[src/rtl/slotlink_pkg.sv]
package slotlink_pkg;
  localparam int TAG_BITS  = 16;
  localparam int DATA_SLOTS = 12;
  localparam int SLOT_BITS = 20;

  function automatic int frame_bits(input int tag_w, input int n, input int slot_w);
    return tag_w + n * slot_w;
  endfunction
endpackage

[src/rtl/slotlink_rstseq.sv]
module slotlink_rstseq #(
  parameter int HOLD = 8
) (
  input  logic clk,
  input  logic rst,
  output logic link_rst_n,
  output logic run
);
  localparam int CW = $clog2(HOLD + 1);
  logic [CW-1:0] cnt;

  always_ff @(posedge clk) begin
    if (rst) begin
      cnt        <= '0;
      link_rst_n <= 1'b0;
      run        <= 1'b0;
    end else if (!link_rst_n) begin
      if (cnt == CW'(HOLD - 1)) link_rst_n <= 1'b1;
      else                      cnt <= cnt + 1'b1;
    end else begin
      run <= 1'b1;
    end
  end

  p_run_after_release_r2: assert property (@(posedge clk) disable iff (rst)
    run |-> link_rst_n);
endmodule

[src/rtl/slotlink_tx.sv]
module slotlink_tx #(
  parameter int TAG_W  = 16,
  parameter int N      = 12,
  parameter int SLOT_W = 20
) (
  input  logic              clk,
  input  logic              rst,
  input  logic              load,
  input  logic              run,
  input  logic [N*SLOT_W-1:0] tx_data,
  input  logic [N-1:0]      tx_valid,
  output logic              sdo
);
  localparam int DW = N * SLOT_W;
  localparam int FL = TAG_W + DW;

  logic [DW-1:0] gate;
  logic [TAG_W-1:0] tag;
  logic [FL-1:0] word, sr;

  for (genvar k = 0; k < N; k++) begin : g_gate
    assign gate[(N-k)*SLOT_W-1 -: SLOT_W] = {SLOT_W{tx_valid[k]}};
  end

  always_comb begin
    tag = '0;
    tag[TAG_W-1] = |tx_valid;
    for (int k = 0; k < N; k++) tag[TAG_W-2-k] = tx_valid[k];
    word = {tag, tx_data & gate};
  end

  always_ff @(posedge clk) begin
    if (rst)       sr <= '0;
    else if (load) sr <= word;
    else if (run)  sr <= sr << 1;
  end

  assign sdo = sr[FL-1];
endmodule

[src/rtl/slotlink_rx.sv]
module slotlink_rx #(
  parameter int TAG_W = 16,
  parameter int DW    = 240
) (
  input  logic             clk,
  input  logic             rst,
  input  logic             run,
  input  logic             last,
  input  logic             sdi,
  output logic [TAG_W-1:0] rx_tag,
  output logic [DW-1:0]    rx_data,
  output logic             done
);
  localparam int FL = TAG_W + DW;

  logic          sdi_n;
  logic [FL-2:0] sr;
  logic [FL-1:0] full;

  always_ff @(negedge clk) begin
    if (rst) sdi_n <= 1'b0;
    else     sdi_n <= sdi;
  end

  assign full = {sr, sdi_n};

  always_ff @(posedge clk) begin
    if (rst) begin
      sr      <= '0;
      rx_tag  <= '0;
      rx_data <= '0;
      done    <= 1'b0;
    end else begin
      done <= run && last;
      if (run) sr <= {sr[FL-3:0], sdi_n};
      if (run && last) begin
        rx_tag  <= full[FL-1 -: TAG_W];
        rx_data <= full[DW-1:0];
      end
    end
  end

  p_done_pulse_r9: assert property (@(posedge clk) disable iff (rst)
    done |=> !done);
endmodule

[src/rtl/slotlink_ctrl.sv]
module slotlink_ctrl
  import slotlink_pkg::*;
#(
  parameter int RST_HOLD = 8,
  parameter int TAG_W    = TAG_BITS,
  parameter int N        = DATA_SLOTS,
  parameter int SLOT_W   = SLOT_BITS
) (
  input  logic                bclk,
  input  logic                rst,
  input  logic [N*SLOT_W-1:0] tx_data,
  input  logic [N-1:0]        tx_valid,
  output logic [TAG_W-1:0]    rx_tag,
  output logic [N*SLOT_W-1:0] rx_data,
  output logic                frame_done,
  output logic                link_rst_n,
  output logic                sync,
  output logic                sdo,
  input  logic                sdi
);
  localparam int FL = frame_bits(TAG_W, N, SLOT_W);
  localparam int PW = $clog2(FL);

  logic          run, first, last, load;
  logic [PW-1:0] pos;

  slotlink_rstseq #(.HOLD(RST_HOLD)) u_rst (
    .clk(bclk), .rst(rst), .link_rst_n(link_rst_n), .run(run));

  assign first = link_rst_n && !run;
  assign last  = run && (pos == PW'(FL - 1));
  assign load  = first || last;

  always_ff @(posedge bclk) begin
    if (rst) begin
      pos  <= '0;
      sync <= 1'b0;
    end else begin
      if (load)     pos <= '0;
      else if (run) pos <= pos + 1'b1;
      if (load)                               sync <= 1'b1;
      else if (run && pos == PW'(TAG_W - 1))  sync <= 1'b0;
    end
  end

  slotlink_tx #(.TAG_W(TAG_W), .N(N), .SLOT_W(SLOT_W)) u_tx (
    .clk(bclk), .rst(rst), .load(load), .run(run),
    .tx_data(tx_data), .tx_valid(tx_valid), .sdo(sdo));

  slotlink_rx #(.TAG_W(TAG_W), .DW(N*SLOT_W)) u_rx (
    .clk(bclk), .rst(rst), .run(run), .last(last), .sdi(sdi),
    .rx_tag(rx_tag), .rx_data(rx_data), .done(frame_done));

  p_quiet_in_reset_r2: assert property (@(posedge bclk) disable iff (rst)
    !link_rst_n |-> (!sync && !sdo));
  p_sync_start_r2: assert property (@(posedge bclk) disable iff (rst)
    $rose(link_rst_n) |=> sync);
  p_sync_width_r3: assert property (@(posedge bclk) disable iff (rst)
    $fell(sync) |-> (pos == PW'(TAG_W)));
  p_done_align_r9: assert property (@(posedge bclk) disable iff (rst)
    frame_done |-> (sync && pos == '0));
endmodule

[config.mk]
export PLATFORM = sky130hd
export DESIGN_NAME = slotlink_ctrl
export DESIGN_NICKNAME = d
export VERILOG_FILES = /design/src/rtl/slotlink_pkg.sv /design/src/rtl/slotlink_rstseq.sv /design/src/rtl/slotlink_tx.sv /design/src/rtl/slotlink_rx.sv /design/src/rtl/slotlink_ctrl.sv
export SDC_FILE = /design/constraint.sdc
export NUM_CORES = 1
export LEC_CHECK = 0
export BUFFER_PORTS_ARGS = -buffer_cell sky130_fd_sc_hd__buf_4
export CAP_MARGIN = 20
export CORE_ASPECT_RATIO = 1.75
export CORE_UTILIZATION = 56
export CTS_CLUSTER_DIAMETER = 40
export DETAILED_ROUTE_END_ITERATION = 8
export PLACE_DENSITY_LB_ADDON = 0.12
export SYNTH_ARGS = -nofsm -noshare
export SYNTH_HDL_FRONTEND = slang
export SYNTH_SLANG_ARGS = --single-unit
[constraint.sdc]
create_clock -name bclk -period 2.2 [get_ports bclk]
set_clock_uncertainty 0.2 [all_clocks]
set_input_delay 0.66 -clock bclk [delete_from_list [all_inputs] [get_ports bclk]]
set_output_delay 0.66 -clock bclk [all_outputs]
set_load 0.03 [all_outputs]
# == Word level (Yosys, flattened, before mapping) ==
# Index checks and enable logic that the tools add are counted.
# word_totals
out_inout_bits,260
wordCells,37
reg_bits,784
input_bits,255
# op_classes
n_addsub,2
n_bitwise,3
n_mux,6
n_eq_ne,3
n_reduce_logical,11
# ops
op,count
256-bit 2-to-1 mux,2
240-bit bitwise AND,1
12-bit OR reduction,1
8-bit by 1-bit adder with 8-bit output (second input constant),1
8-bit by 4-bit equality test with 1-bit output (second input constant),1
8-bit equality test (second input constant),1
4-bit by 1-bit adder with 4-bit output (second input constant),1
4-bit by 3-bit equality test with 1-bit output (second input constant),1
1-bit logical AND,4
1-bit 2-to-1 mux,4
2-bit nonzero test,2
1-bit NOT,2
2-bit AND reduction,1
2-bit OR reduction,1
1-bit logical NOT,1
1-bit logical OR,1

# == Depth between registers and ports, before layout ==
# logic_depth
depth_word,4
ltp_mapped,8
mapped_depth_nobuf,5

# == Modules after synthesis ==
# Synthesis repeated with hierarchy kept, for this count alone.
# hier_totals
cells_unflattened,3500
hier_area_um2,33118.0
# by_module_without_submodules
mod,area_per_inst_um2,cells_each,seq_area_each_um2,n_inst
slotlink_rx,20045.5,1995,10269.8,1
slotlink_tx,12383.1,1429,5124.9,1
slotlink_ctrl,439.2,50,180.2,1
slotlink_rstseq,250.2,26,120.1,1

==> tab_implementation.tex <==
\begin{tabular}{lr}
\hline
Metric & Value \\
\hline
\multicolumn{2}{l}{\textbf{Global routing}} \\
Number of antenna violations at the first check in global routing & 3 \\
Combined global-route utilization of all metal layers & between 20\% and 30\% \\
Wire length of the first global-routing pass & roughly 120000 um \\
Number of global-route vias before repair & 24000 \\
Global route total overflow & 0 \\
Pin count of the biggest net entering global routing & around 130 \\
\multicolumn{2}{l}{\textbf{Power and ir drop}} \\
Leakage & $\sim$13 nW \\
Power density of the placed cells & approximately 770 nW/um2 \\
Overall Power & around 28 mW \\
Highest ir drop seen on vdd & a little under 0.0008 V \\
\multicolumn{2}{l}{\textbf{Setup path}} \\
Capturing element type of the critical path & primary output \\
Largest stage delay, worst path & 0.43 ns \\
Worst setup path category & flip-flop to primary output \\
Worst path slowest cell & sky130\_fd\_sc\_hd\_\_dfxtp\_2 \\
FF-to-FF Start & pos[0]\$\_SDFFE\_PP0P\_ \\
List of cells traversed by the critical path & buf\_4 \\
Logic depth of the worst setup path including buffers & 1 \\
Element type at the critical path start & flip-flop \\
WP data required & roughly 1.3 ns \\
Crit-path max FO & 9 \\
Worst setup slack for register-to-register paths & around 0.11 ns \\
Critical path buffer and inverter count & 1 \\
FF-to-FF path depth & 7 \\
Delay-heaviest family, CP & flip-flops \\
CP Data Arrival Time & between 1 and 1.5 ns \\
Source of the critical timing path & u\_rst.link\_rst\_n\$\_SDFF\_PP0\_ \\
\multicolumn{2}{l}{\textbf{Synthesis}} \\
Area share of the largest cell type after synthesis & about 53\% \\
Cell taking the most area after synthesis & sky130\_fd\_sc\_hd\_\_dfxtp\_1 \\
Most instantiated library cell after synthesis & sky130\_fd\_sc\_hd\_\_dfxtp\_1 \\
Async S/R FF share, synth & 0\% \\
Mapped Nets & around 3700 \\
Synth unique cells & 38 \\
Prevailing post-synth register cell & sky130\_fd\_sc\_hd\_\_dfxtp\_1 \\
Yosys warnings & 0 \\
Mapped Cells & 3400 \\
Leading cell types by total area after synthesis & sky130\_fd\_sc\_hd\_\_dfxtp\_1, sky130\_fd\_sc\_hd\_\_nand2\_1, sky130\_fd\_sc\_hd\_\_mux2i\_1, sky130\_fd\_sc\_hd\_\_o2bb2ai\_1, sky130\_fd\_sc\_hd\_\_nor2\_1 \\
Proportion of synthesized chip area in sequential cells & 53.4\% \\
Top cells by count, synth & sky130\_fd\_sc\_hd\_\_dfxtp\_1, sky130\_fd\_sc\_hd\_\_nand2\_1, sky130\_fd\_sc\_hd\_\_nor2\_1 \\
Register bit total from synthesis & a little under 800 \\
Post-synthesis cell area & 29400 um2 \\
Avg Synthesized Cell Area & approximately 8.6 um2 \\
EDFF count, synth & 0 \\
\multicolumn{2}{l}{\textbf{Timing}} \\
Final clock period utilization by the worst path & a little over nine tenths \\
Slew headroom & approximately 40\% \\
Final Critical Period & 2.09 ns \\
Sum of negative setup slack & 0 ns \\
Final-report max-slew violation count & 0 \\
\# setup viols final & 0 \\
PnR worst setup slack & 0.108 ns \\
Unrepaired setup endpoints after global routing & no \\
Maximum clock rate & 478 MHz \\
Hold Vio Cnt, Final & 0 \\
Actual transition at the worst max-transition pin & roughly 0.9 ns \\
\multicolumn{2}{l}{\textbf{Detailed routing}} \\
Via density per instance & between 5 and 6 \\
Post-detailed-route count of antenna-violating nets & 0 \\
Wire length on met1 & just over 30000 um \\
Met2 Routed Length & 38600 um \\
Total iterations of the first detailed-routing run & 9 \\
Starting DRT DRC Count & around 1700 \\
Average wire length per cell after detail routing & between 15 and 20 um \\
Aggregate routed wire length & $\sim$78000 um \\
Metal3 WL & around 5200 um \\
Via count & 25000 \\
Number of design rule violations left after detail routing & 0 \\
Top routing layer in use & met4 \\
\multicolumn{2}{l}{\textbf{Clocking}} \\
Hold buffers post-CTS & 0 \\
Number of buffers created by CTS & 70 \\
Number of clock sinks & 784 \\
Clock root buffer & sky130\_fd\_sc\_hd\_\_clkbuf\_16 \\
Clk\_lat worst skew & between 0.6 and 0.7 ns \\
Clock transition at the register clock pins on the worst setup and hold paths after CTS & around 0.060 ns \\
TritonCTS clock tree & yes \\
H-Tree Level Count & 3 \\
CTS max path bufs & 3 \\
\multicolumn{2}{l}{\textbf{Floorplan}} \\
Die boundary width & 175 um \\
Initial core utilization & between 50 and 60\% \\
Placement row count & 110 \\
Die area & $\sim$53000 um2 \\
Ports & roughly 520 \\
Die Span Y & between 300 and 400 um \\
Core box area & $\sim$52000 um2 \\
\multicolumn{2}{l}{\textbf{Layout}} \\
Post-synthesis to final-layout area growth & 23.3\% \\
Share of post-route cells with drive strength above 1 & between 10\% and 20\% \\
Number of fillers in the final layout & approximately 4100 \\
Number of nets at the end of the flow & around 4000 \\
Core utilization of the finished layout & 70.2\% \\
\multicolumn{2}{l}{\textbf{Outcome}} \\
Run status & complete, no violations \\
\multicolumn{2}{l}{\textbf{Worst hold path}} \\
Hold Startpoint & tx\_data[0] \\
Hold-critical path depth & 3 \\
Type of the most critical hold path & input pin to flip-flop \\
\multicolumn{2}{l}{\textbf{Place}} \\
Port Buffers & $\sim$500 \\
Worst slack at placement & -0.176 ns \\
Hpwl dp & between 50000 and 60000 um \\
Final estimated routing congestion in global placement & roughly 0.87 \\
\multicolumn{2}{l}{\textbf{Flow run}} \\
Number of max-cap violations & 0 \\
\hline
\end{tabular}
cells by family after synthesis:
group / after synthesis / share of synthesized area [%]
adder cells (fa/ha/maj): 2 / 0.0852
flip-flops: 784 / 53.4
AO/OA/AOI/OAI: 520 / 12.2
AND/OR/NAND/NOR: 1541 / 20.9
multiplexers: 261 / 8.90
buffers and inverters: 284 / 4.21
XOR/XNOR: 8 / 0.239
metal layers:
layer,global-route usage [%],vias up
met1,32.9,11900
met5,0,-
met3,6.46,170
li1,-,12200
met4,13.1,0
met2,48.1,743
path summary, 6_finish.rpt:
| path | endpoint |
|---|---|
| max | link_rst_n |
| min | u_tx.sr[0]$_SDFFE_PP0P_ |
| min reg2reg | u_rx.rx_data[182]$_SDFFE_PP0P_ |
| max reg2reg | u_tx.sr[219]$_SDFFE_PP0P_ |
layout by cell type (no fill, tap or decap), types with 9 or more instances in the layout:
master	instances
sky130_fd_sc_hd__nand2_1	755
sky130_fd_sc_hd__o2bb2ai_1	239
sky130_fd_sc_hd__clkbuf_8	12
sky130_fd_sc_hd__clkbuf_16	72
sky130_fd_sc_hd__dfxtp_1	782
sky130_fd_sc_hd__nor3_1	240
sky130_fd_sc_hd__a21oi_1	258
sky130_fd_sc_hd__clkbuf_1	17
sky130_fd_sc_hd__buf_12	32
sky130_fd_sc_hd__nor2_1	527
sky130_fd_sc_hd__buf_4	559
sky130_fd_sc_hd__clkinv_2	9
sky130_fd_sc_hd__a222oi_1	11
sky130_fd_sc_hd__mux2i_1	261
layout make-up:
cell class                 instances  area (um2)  share of cell area [%]
antenna                            3        7.51                  0.0207
inverter                           2        7.51                  0.0207
timing repair buffer             594        4900                    13.5
clock buffer                     100        2010                    5.54
sequential                       784       15700                    43.3
tap                              672         841                    2.32
clock inverter                    24         284                   0.784
multi-input combinational       2332       12500                    34.4
power breakdown:
group / switching [mW] / total [mW] / leakage (nW) / internal, mW
combinational: 0.676 / 1.21 / 5.88 / 0.538
sequential: 0.0597 / 14.4 / 6.32 / 14.3
clock: 5.32 / 12.3 / 1.13 / 6.98
total: 6.06 / 27.9 / 13.3 / 21.8
per-stage QoR:
stage / cell area, um2 / hold slack [ns] / instances
after CTS: 36200 / 0.140 / 4506
final: 36200 / 0.153 / 4511
after global placement: 33900 / 0.243 / 4383
after global routing: 36200 / 0.162 / 4511
after detailed placement: 33900 / 0.247 / 4383
after floorplan: 29400 / 0.231 / 3400
sequential cells by signal, summed over array words and instances, names as in the netlist:
name / count
pos: 8
sync: 1
u_rst.cnt: 4
u_rst.link_rst_n: 1
u_rst.run: 1
u_rx.done: 1
u_rx.rx_data: 240
u_rx.rx_tag: 16
u_rx.sdi_n: 1
u_rx.sr: 255
u_tx.sr: 256
repair_timing:
item | in CTS | in global routing
endpoints found under the setup margin | 1 | 153
resized for setup | 1 | 3
buffers inserted | 0 | 1
pin swaps | 0 | 1
cloned | 0 | 1
(Power assumes the default switching activity.)
